===== config.mk =====
export PLATFORM = sky130hd
export DESIGN_NAME = sram_nibble_station
export DESIGN_NICKNAME = d
export VERILOG_FILES = /design/src/rtl/sram_nibble_station.sv
export SDC_FILE = /design/constraint.sdc
export NUM_CORES = 1
export LEC_CHECK = 0
export ABC_AREA = 1
export CAP_MARGIN = 20
export CORE_UTILIZATION = 40
export CTS_CLUSTER_DIAMETER = 200
export DETAILED_ROUTE_END_ITERATION = 10
export GPL_ROUTABILITY_DRIVEN = 0
export PLACE_DENSITY = 0.66
export SETUP_SLACK_MARGIN = 0.05
export SLEW_MARGIN = 20
export SYNTH_ARGS = -nofsm -noshare
export SYNTH_HDL_FRONTEND = slang
export SYNTH_SLANG_ARGS = --single-unit

===== constraint.sdc =====
create_clock -name clk -period 4.2 [get_ports clk]
set_input_delay 0.42 -clock clk [delete_from_list [all_inputs] [get_ports clk]]
set_output_delay 0.42 -clock clk [all_outputs]
set_load 0.01 [all_outputs]

===== src/rtl/sram_nibble_station.sv =====
module sram_nibble_station #(
  parameter int ADDR_W = 4,
  parameter int DATA_W = 4
) (
  input  logic              clk,
  input  logic              rst_n,
  input  logic              addr_up,
  input  logic              addr_dn,
  input  logic              addr_clr,
  input  logic              cs_n,
  input  logic              we_n,
  input  logic              oe_n,
  input  logic [DATA_W-1:0] din,
  output logic [DATA_W-1:0] dout,
  output logic              dout_en,
  output logic [ADDR_W-1:0] addr_out
);
  localparam int DEPTH = 1 << ADDR_W;

  logic [ADDR_W-1:0] addr_q;
  logic [DATA_W-1:0] mem [DEPTH];
  logic              we_q;
  logic              wr_fire;

  always_ff @(posedge clk or negedge rst_n)
    if (!rst_n)
      addr_q <= '0;
    else if (addr_clr)
      addr_q <= '0;
    else if (addr_up && !addr_dn)
      addr_q <= addr_q + 1'b1;
    else if (addr_dn && !addr_up)
      addr_q <= addr_q - 1'b1;

  always_ff @(posedge clk)
    we_q <= we_n;

  assign wr_fire = rst_n && !cs_n && we_n && !we_q;

  always_ff @(posedge clk)
    if (wr_fire)
      mem[addr_q] <= din;

  assign dout_en  = !cs_n && !oe_n && we_n;
  assign dout     = dout_en ? mem[addr_q] : '0;
  assign addr_out = addr_q;
endmodule


Yosys cells after proc, flatten, opt, wreduce, memory -nomap -nowiden
Memories as Yosys holds them, arrays and structs flattened.
Index checks and enable logic that the tools add are counted.

operators by class
  reduce and logical (&&, ||, !) cells = 13
  mux-type cells = 6
  add/subtract/negate cells = 2

operators with widths
  cell                 number
  $mux 4               4
  $logic_and 1x1->1    7
  $logic_not 1->1      5
  $add 4x1->4 const B  1
  $sub 4x1->4 const B  1
  $reduce_bool 3->1    1
  $mux 1               2

storage, ports and cells
  word-level logic and storage cells = 24
  bits in writable memories = 64
  input port bits = 12
  bits in registers = 5
  output and inout bits = 9
  memories kept = 1

memory list
  name  depth  bits a word  rd ports  clocked after memory_dff  wr ports  RTL line  RTL
  mem   16     4            1         0                         1         21        logic [DATA_W-1:0] mem [DEPTH];

Logic depth before layout (Yosys ltp)
Gate-level depths: netlist of run 1.

  depth after elaboration = 6
  gate-level depth with buffers = 10

Worst setup path before layout of run 1
Ideal clock, no wire load.

  kind = register to output
  start point = reg addr_q[1], in the netlist addr_out[1]
  end point = out dout[0]
  path slack = 2565 ps
  cell stages (with the launch flop) = 10
  arrival = 1215 ps
  cells stage by stage = dfrtp_1 buf_2 inv_1 buf_2 nand2_1 nand2_1 nand2_1 nand2_1 nor2_1 nor2_1

on the way
  word-level cells in the longest chain between the ends = 2

RTL lines
  item                    RTL line  RTL
  start, declared         20        logic [ADDR_W-1:0] addr_q;
  start signal, assigned  31        addr_q <= addr_q + 1'b1;
  start signal, assigned  33        addr_q <= addr_q - 1'b1;
  $mem_v2 16x4            -
  $mux 4                  45        assign dout = dout_en ? mem[addr_q] : '0;
  end, declared           14        output logic [DATA_W-1:0] dout,

No other way between the ends.

Worst setup path after layout of run 1
  start point = reg addr_q[1], in the netlist addr_out[1]
  end point = out dout[1]

The elaborated chain is that of the path after synthesis.

==> results of run 1 <==
## critical path: stages (launching register included)
cell and delay [ns]:
dfrtp_1 0.72, inv_1 0.45, nand2_1 0.17, nand2_1 0.06, nand2_1 0.08, nand2_1 0.06
nor2_1 0.10, nor2_1 0.04, clkdlybuf4s50_1 0.47
## area by class of cell
cell class	instances	area share (%)
clock inverter	6	1.801
sequential	69	57.65
multi-input combinational	226	25.68
timing repair buffer	21	5.864
clock buffer	10	3.603
inverter	18	1.907
tap	99	3.497
## layout by cell type (no fill, tap or decap)
| master | count |
|---|---|
| buf_4 | 1 |
| bufinv_16 | 1 |
| clkbuf_1 | 1 |
| clkbuf_8 | 9 |
| clkdlybuf4s50_1 | 20 |
| clkinv_2 | 2 |
| clkinv_4 | 1 |
| clkinvlp_4 | 2 |
| dfrtp_1 | 4 |
| dfxtp_1 | 1 |
| edfxtp_1 | 64 |
| fa_1 | 1 |
| ha_1 | 2 |
| inv_1 | 17 |
| inv_2 | 1 |
| nand2_1 | 179 |
| nand3_1 | 5 |
| nand3b_1 | 1 |
| nor2_1 | 32 |
| o21ai_0 | 2 |
| o22ai_1 | 2 |
| xor2_1 | 2 |
## Yosys cell counts
master | instances | share of area [%]
inv_1 | 17 | 2.1
ha_1 | 2 | 0.81
nand3b_1 | 1 | 0.24
xor2_1 | 2 | 0.57
nand3_1 | 5 | 0.81
dfrtp_1 | 4 | 3.2
o21ai_0 | 2 | 0.32
dfxtp_1 | 1 | 0.65
inv_2 | 1 | 0.12
fa_1 | 1 | 0.65
o22ai_1 | 2 | 0.40
nor2_1 | 32 | 3.9
nand2_1 | 179 | 22
buf_4 | 1 | 0.24
edfxtp_1 | 64 | 62
buf_6 | 3 | 1.1
buf_2 | 7 | 1.1
## flip-flops by register name, indices dropped and copies added, names as in the netlist
signal	flops
we_q	1
addr_out	4
mem	64
## cell families (layout without fill, tap and decap cells)
kind of cell	after synthesis	in the layout	synth area share, %
AO/OA/AOI/OAI	4	4	0.7275
XOR/XNOR	2	2	0.5660
adder cells (fa/ha/maj)	3	3	1.455
buffers and inverters	29	55	4.648
flip-flops	69	69	65.97
AND/OR/NAND/NOR	217	217	26.64
## worst min path at each step
stage,startpoint,endpoint,slack [ns],cells after the start
after floorplan,rst_n,addr_out[0]$_DFFE_PN0P_,0.12,0
after global placement,addr_out[3]$_DFFE_PN0P_,addr_out[3]$_DFFE_PN0P_,0.61,2
after detailed placement,addr_out[3]$_DFFE_PN0P_,addr_out[3]$_DFFE_PN0P_,0.63,2
after CTS,rst_n,addr_out[1]$_DFFE_PN0P_,0.30,1
after global routing,rst_n,addr_out[1]$_DFFE_PN0P_,0.31,1
final,rst_n,addr_out[1]$_DFFE_PN0P_,0.30,1
## routing by layer
layer | share of wire [%] | vias up | global-route usage, %
li1 | - | 1071 | -
met1 | 48 | 944 | 21.56
met2 | 45 | 54 | 27.12
met3 | 5.2 | 9 | 4.399
met4 | 1.5 | 0 | 6.452
met5 | 0 | - | 0
## power groups by stage
stage                     Sequential, mW  Clock, mW  Combinational, mW
after global routing               0.797      0.559              0.352
after global placement             0.807          0              0.303
after CTS                          0.793      0.533              0.307
after floorplan                    0.797          0              0.224
after detailed placement           0.808          0              0.306
final                              0.792      0.525              0.303
## through the flow
stage | setup WS, ns | util [%] | total power, mW | std cells
floorplan | 2.565 | - | 1.021 | 324
global placement | 1.672 | 45.47 | 1.110 | 433
detailed placement | 1.624 | 45.47 | 1.114 | 433
CTS | 1.244 | 48.06 | 1.633 | 449
global route | 0.9633 | 48.06 | 1.707 | 449
finish | 1.265 | 48.06 | 1.621 | 449
==> impl_metrics.yaml, run 1 <==
outcome:
  outcome: "finished, final reports clean"
cts:
  clkTransAtPathRegs_ns: 0.08
  cts_resized: 0
  postCtsHoldBufs: 0
  cts_max_level: 3
  clk_path_buf_depth: 2
  cts.sinks: 69
  numCtsBuffers: 9
  post_cts_buffers: 0
  clkLatencyLatePin_ns: 0.34
  cts_tree: "built"
  root_buffer: "clkbuf_8"
run:
  cap_violations: 0
setup_path:
  worst-endpoint-arrival_ns: 2.51
  r2r_start: "addr_out[1]$_DFFE_PN0P_"
  startpoint_type: "register"
  endpoint: "dout[1]"
  crit_fanout: 21
  crit_required_ns: 3.78
  rrSetupSlack_ns: 2.01
  crit_path_start: "addr_out[1]$_DFFE_PN0P_"
  crit_path_end_kind: "output port"
  worstSetupPathType: "reg -> out"
  rr_endpoint: "mem[9][2]$_DFFE_PP_"
  reg2regPathDepth: 3
power:
  combinationalPowerShare_pct: 18.7
  intPower_mw: 1.145
  power_density_nw_per_um2: 457.6
  p_switching_uw: 475.4
  pwr-share-seq_pct: 48.9
  netSwitchingFraction_pct: 29.33
  leakagePower_nw: 1.486
  clkPwrFrac_pct: 32.4
  ir_drop_mv: 0.1462
drt:
  post_drt_wl_per_cell_um: 13.57
  drt_iter0_drc: 121
  drcViolationCount: 0
  num_vias: 2078
  first_pass_iters: 4
  routed_wl_um: 6094
  postRouteAntennaNets: 0
  viasPerCell: 4.628
layout:
  drive_gt1_share_pct: 4.857
  regArea_um2: 2042
  nFillCells: 700
  multiInputGateArea_um2: 909.6
  fin_nets: 360
  final_cell_area_um2: 3542
  area_growth_pct: 14.43
  n_antenna_cell: 0
timing:
  finalCriticalPeriod_ns: 2.935
  finalSetupViolations: 0
  slew_violations: 0
  skew_ns: 0.01107
  final.setup.tns_ns: 0
  fin_crit_sh_pct: 69.88
  max_slew_margin_pct: 57.95
  worst_pin_slew_ns: 0.6299
  max_freq_mhz: 340.7
  fin_hold_ws_ns: 0.2969
  rsz0062_at_grt: "false"
  final_hold_viol_count: 0
floorplanning:
  die_h_um: 89.97
  num_rows: 31
  die_width_um: 89.97
  core_um2: 7370
  dieArea_um2: 8095
  start_util_pct: 42.00
  pin_count: 21
yosys:
  syn_nets: 339
  ys_ff_latch: 69
  ys_seq_area_share_pct: 65.97
  ys_types: 17
  syn_area_um2: 3095
  ys_warn_count: 0
  syn_inst: 324
  avgSynthCellArea_um2: 9.554
global_route:
  grt_util_all_layers_pct: 16.73
  grt_max_degree: 39
  grt_pass1_vias: 2107
  grt_pass1_wl_um: 10170
  grt_overflow: 0
  grt_antenna_before_repair: 0
place:
  placed_cell_area_um2: 3351
  dpl.hpwl_um: 4053
  io_buffer_count: 20
worst_hold_path:
  hold_class: "in -> async"
No activity file was read; power rests on OpenSTA's default activity.
==> run 2, diff against run 1 <==
--- a/config.mk
+++ b/config.mk
@@ -11,7 +11,7 @@
 export CTS_CLUSTER_DIAMETER = 200
 export DETAILED_ROUTE_END_ITERATION = 10
 export GPL_ROUTABILITY_DRIVEN = 0
-export PLACE_DENSITY = 0.66
+export PLACE_DENSITY = 0.68
 export SETUP_SLACK_MARGIN = 0.05
 export SLEW_MARGIN = 20
 export SYNTH_ARGS = -nofsm -noshare
==> constraint.sdc (replaced) <==
create_clock -name clk -period 2.4 [get_ports clk]
set_input_delay 0.24 -clock clk [delete_from_list [all_inputs] [get_ports clk]]
set_output_delay 0.24 -clock clk [all_outputs]
set_load 0.01 [all_outputs]
==> run 2 against run 1 <==
Net effect:
- combinational power grew 110%
- sequential power increased by 73%
- first-iteration DRC count increased by 53%
- via count increased by 4.1%
- global-route usage up 0.79 points
- clock skew shrank 0.0023 ns
- cell area is 3.0% higher
- setup slack lost 1.0 ns
- cell count increased by 1.8%
- die area did not move
- critical endpoint is now dout[2]
==> impl_metrics.yaml, run 2 (same netlist as run 1, synthesis figures left out) <==
layout:
  nFillCells: 691
  stdcell_count: 457
  n_antenna_cell: 0
  fin_nets: 368
  post-route-util_pct: 49.52
  final_common_cell: "nand2_1"
  mostFrequentLayoutCells: "179 x nand2_1, 64 x edfxtp_1, 32 x nor2_1"
  drive_gt1_share_pct: 7.263
  largest_register_ffs: 64
  regMostFlops: "mem"
  area_growth_pct: 17.91
power:
  clkPwrFrac_pct: 31.4
  p_switching_uw: 859.2
  power_density_nw_per_um2: 798.1
  netSwitchingFraction_pct: 29.50
  intPower_mw: 2.054
  pwr-share-seq_pct: 47.0
  leakagePower_nw: 1.565
  combinationalPowerShare_pct: 21.7
  ir_drop_mv: 0.2643
timing:
  max_slew_margin_pct: 54.87
  rsz0062_at_grt: "false"
  fin_crit_sh_pct: 90.19
  finalSetupViolations: 0
  max_freq_mhz: 462.0
  slew_violations: 0
  fin_hold_ws_ns: 0.2184
  final.setup.tns_ns: 0
  worst_pin_slew_ns: 0.6748
  skew_ns: 0.008744
  finalCriticalPeriod_ns: 2.164
  final_hold_viol_count: 0
setup_path:
  r2r_start: "addr_out[0]$_DFFE_PN0P_"
  worstSetupPathType: "reg -> out"
  rrSetupSlack_ns: 0.66
  crit_path_end_kind: "output port"
  startpoint_type: "register"
  reg2regPathDepth: 4
  crit_fanout: 14
  worst-endpoint-arrival_ns: 1.92
  crit_path_start: "addr_out[0]$_DFFE_PN0P_"
  crit_required_ns: 2.16
global_route:
  grt_pass1_vias: 2181
  grt_antenna_before_repair: 0
  grt_overflow: 0
  grt_pass1_wl_um: 10750
  grt_max_degree: 32
  grt_util_all_layers_pct: 17.52
cts:
  cts_max_level: 3
  cts.sinks: 69
  clkLatencyLatePin_ns: 0.34
  root_buffer: "clkbuf_8"
  cts_tree: "built"
  clkTransAtPathRegs_ns: 0.07
  numCtsBuffers: 9
  clk_path_buf_depth: 2
outcome:
  outcome: "finished, final reports clean"
drt:
  viasPerCell: 4.735
  post_drt_wl_per_cell_um: 13.89
  first_pass_iters: 5
  drcViolationCount: 0
  drt_iter0_drc: 185
  num_vias: 2164
  routed_wl_um: 6347
  postRouteAntennaNets: 0
place:
  io_buffer_count: 20
  dp_cells: 438
  dpl.hpwl_um: 4222
floorplanning:
  dieArea_um2: 8095
  num_rows: 31
  core_um2: 7370
  die_h_um: 89.97
  pin_count: 21
  start_util_pct: 42.00
  die_width_um: 89.97
worst_hold_path:
  hold_class: "in -> async"
run:
  cap_violations: 0
-- run 2: layer usage --
metal | share of wire, % | global-route usage [%] | vias up | wire length, um
met4 | 1.7 | 7.124 | 0 | 106
met2 | 46 | 27.50 | 68 | 2900
met3 | 5.7 | 4.569 | 9 | 361
li1 | - | - | 1088 | -
met5 | 0 | 0 | - | 0
met1 | 47 | 23.20 | 999 | 2978
-- run 2: critical path, cell delays in order (launching register included) --
cell	delay, ns
dfrtp_2	0.45
inv_4	0.11
bufbuf_16	0.29
nand2_1	0.05
nand2_1	0.05
nand2_1	0.06
nand2_1	0.08
nand2_1	0.04
nand2_1	0.07
nor2_1	0.04
nor2_1	0.08
dlygate4sd2_1	0.27
-- run 2: final timing paths --
path | end
worst min-delay path | addr_out[0]$_DFFE_PN0P_
worst max register to register | mem[12][3]$_DFFE_PP_
worst max-delay path | dout[2]
min in group clk | we_q$_DFF_P_
worst min register to register | addr_out[3]$_DFFE_PN0P_
max in group asynchronous | addr_out[0]$_DFFE_PN0P_
-- run 2: repair_timing --
item,4_1_cts,5_1_grt
setup buffers,2,0
hold buffers,0,0
resized for setup,10,0
endpoints found under the setup margin,4,0
-- run 2: area by class of cell --
cell class,count,area (um2),area share (%)
sequential,69,2043,55.98
multi-input combinational,226,909.6,24.92
timing repair buffer,29,312.8,8.570
clock buffer,10,127.6,3.497
tap,99,123.9,3.394
inverter,18,70.07,1.920
clock inverter,6,62.56,1.714
-- run 2: power groups by stage --
stage / Combinational (mW) / Clock (mW) / Sequential (mW)
5_1_grt: 0.715 / 0.973 / 1.37
6_report: 0.631 / 0.914 / 1.37
3_3_place_gp: 0.594 / 0 / 1.39
2_1_floorplan: 0.392 / 0 / 1.39
4_1_cts: 0.632 / 0.932 / 1.37
3_5_place_dp: 0.601 / 0 / 1.39
-- run 2: stage by stage --
step           cell area [um2]  total power [mW]  worst slack (ns)
4_1_cts                   3650             2.932            0.2185
2_1_floorplan             3095             1.786            0.8434
6_report                  3650             2.913            0.2356
5_1_grt                   3650             3.060           0.08302
3_3_place_gp              3401             1.985            0.2789
3_5_place_dp              3401             1.992            0.2415
==> run 3, diff against run 2 <==
--- a/config.mk
+++ b/config.mk
@@ -8,10 +8,10 @@
 export ABC_AREA = 1
 export CAP_MARGIN = 20
 export CORE_UTILIZATION = 40
-export CTS_CLUSTER_DIAMETER = 200
+export CTS_CLUSTER_DIAMETER = 80
 export DETAILED_ROUTE_END_ITERATION = 10
 export GPL_ROUTABILITY_DRIVEN = 0
-export PLACE_DENSITY = 0.68
+export PLACE_DENSITY = 0.66
 export SETUP_SLACK_MARGIN = 0.05
 export SLEW_MARGIN = 20
 export SYNTH_ARGS = -nofsm -noshare
==> constraint.sdc (replaced) <==
create_clock -name clk -period 2.05 [get_ports clk]
set_input_delay 0.205 -clock clk [delete_from_list [all_inputs] [get_ports clk]]
set_output_delay 0.205 -clock clk [all_outputs]
set_load 0.01 [all_outputs]
==> run 3 against run 2 <==
Net effect:
- cell area rose by 3.7%
- critical endpoint is now dout[1]
- sequential cell count stayed put
- setup slack got worse by 0.13 ns
- largest power group unchanged
- via count grew 3.2%
- critical path depth unchanged
- sequential power is 18% higher
- combinational power is 24% higher
- highest routed layer unchanged
- sequential share of layout area decreased by 2.0 points
- utilization is 1.8 points higher
- total power grew 14%
- first-iteration DRC count fell by 36%
- non-clock buffer count up 14
==> impl_metrics.yaml, run 3 (same netlist as run 1, synthesis figures left out) <==
cts:
  clkLatencyLatePin_ns: 0.35
  numCtsBuffers: 9
  cts_max_level: 3
  postCtsHoldBufs: 0
  clk_path_buf_depth: 2
  cts_tree: "built"
  root_buffer: "clkbuf_8"
  clkTransAtPathRegs_ns: 0.07
  cts.sinks: 69
timing:
  final.setup.tns_ns: 0
  final_hold_viol_count: 0
  worst_slack_ns: 0.1084
  finalSetupViolations: 0
  slew_violations: 0
  max_freq_mhz: 515.0
  finalCriticalPeriod_ns: 1.942
  fin_crit_sh_pct: 94.71
  rsz0062_at_grt: "true"
  worst_pin_slew_ns: 0.7034
  skew_ns: 0.005508
  max_slew_margin_pct: 52.96
floorplanning:
  num_rows: 31
  die_width_um: 89.97
  core_um2: 7370
  pin_count: 21
  die_h_um: 89.97
  start_util_pct: 42.00
  dieArea_um2: 8095
setup_path:
  crit_slowest_cell: "dfrtp_2"
  cpPeakStageDelay_ns: 0.43
  worst-endpoint-arrival_ns: 1.74
  crit_chain: "clkinv_4 > clkbuf_16 > nand2_1 > nand2_1 > nand2_1 > nand2_1 > nand2_1 > nand2_1 > nor2_2 > nor2_1 > buf_2"
  crit_required_ns: 1.85
  worstSetupPathType: "reg -> out"
  path_common_cell: "nand2_1"
  crit_fanout: 7
  startpoint_type: "register"
  crit_path_end_kind: "output port"
layout:
  fin_nets: 382
  post-route-util_pct: 51.34
  nFillCells: 677
  mostFrequentLayoutCells: "167 x nand2_1, 64 x edfxtp_1, 29 x nor2_1"
  drive_gt1_share_pct: 15.59
  multiInputGateArea_um2: 952.2
  largest_register_ffs: 64
  n_antenna_cell: 0
  final_common_cell: "nand2_1"
  regArea_um2: 2043
  area_growth_pct: 22.23
  regMostFlops: "mem"
power:
  ir_drop_mv: 0.3052
  power_density_nw_per_um2: 881.2
  leakagePower_nw: 1.633
drt:
  viasPerCell: 4.741
  drt_iter0_drc: 118
  drcViolationCount: 0
  routed_wl_um: 6452
  num_vias: 2233
  post_drt_wl_per_cell_um: 13.70
  postRouteAntennaNets: 0
  first_pass_iters: 4
global_route:
  grt_pass1_wl_um: 10600
  grt_pass1_vias: 2211
  grt_max_degree: 21
  grt_overflow: 0
  grt_antenna_before_repair: 0
  grt_util_all_layers_pct: 17.57
place:
  pre_cts_ws_ns: 0.02002
  dpl.hpwl_um: 4248
  io_buffer_count: 20
worst_hold_path:
  hold_class: "in -> async"
outcome:
  outcome: "finished, final reports clean"
run:
  cap_violations: 0
## run 3: cell types whose count changed in the layout (fill, tap and decap cells not counted), moves of 3 or more
cell | previous run | this run
nor2_1 | 32 | 29
nand2_1 | 179 | 167
dlygate4sd2_1 | 4 | 0
nor2_2 | 0 | 3
nand2_2 | 0 | 11
buf_4 | 6 | 16
buf_6 | 0 | 3
buf_2 | 0 | 4
## run 3: path summary, 6_finish.rpt
check | startpoint | to | slack, ns | cells after the start
max in group asynchronous | rst_n | addr_out[0]$_DFFE_PN0P_ | 1.78 | 2
min in group clk | we_n | we_q$_DFF_P_ | 0.34 | 1
hold reg to reg | addr_out[3]$_DFFE_PN0P_ | addr_out[3]$_DFFE_PN0P_ | 0.63 | 2
setup / recovery | addr_out[0]$_DFFE_PN0P_ | dout[1] | 0.11 | 11
setup reg to reg | addr_out[2]$_DFFE_PN0P_ | mem[7][3]$_DFFE_PP_ | 0.44 | 4
hold / removal | rst_n | addr_out[1]$_DFFE_PN0P_ | 0.16 | 2
## run 3: worst max-delay path: cells and delay by family, from the launching register on
family / cells / cell delay (ns)
buffers and inverters: 3 / 0.43
DFF: 1 / 0.43
and+or+nand+nor: 8 / 0.52
## run 3: metal layers
layer	track usage, %	vias up	part of all wire (%)
met5	0	-	0
met4	7.930	0	1.8
met3	5.245	11	6.0
met2	28.72	60	48
met1	21.52	1045	45
li1	-	1117	-
## run 3: area by class of cell
type	count	share of cell area, %
Timing Repair Buffer	43	11.28
Inverter	18	1.918
Tap cell	99	3.274
Multi-Input combinational cell	226	25.17
Sequential cell	69	54.00
Clock inverter	7	1.091
Clock buffer	9	3.274
## run 3: metrics by stage
step | power, mW | hold WS [ns] | cell area (um2) | instances
2_1_floorplan | 2.091 | -0.09059 | 3095 | 324
3_3_place_gp | 2.351 | 0.5343 | 3526 | 453
3_5_place_dp | 2.361 | 0.5263 | 3526 | 453
4_1_cts | 3.331 | 0.1403 | 3731 | 470
5_1_grt | 3.524 | 0.1441 | 3784 | 471
6_report | 3.334 | 0.1566 | 3784 | 471
## run 3: what timing repair did
action                                  CTS  global route
pin swaps                                 2            14
buffers inserted                          1             0
cloned                                    1             1
gates resized for setup                  16            23
endpoints found under the setup margin    4             4
## run 3: power by group
part	internal [mW]	switching [mW]	leakage (nW)
Combinational	0.308	0.474	0.919
Clock	0.429	0.516	0.0805
Sequential	1.57	0.0387	0.634
Total	2.31	1.03	1.63
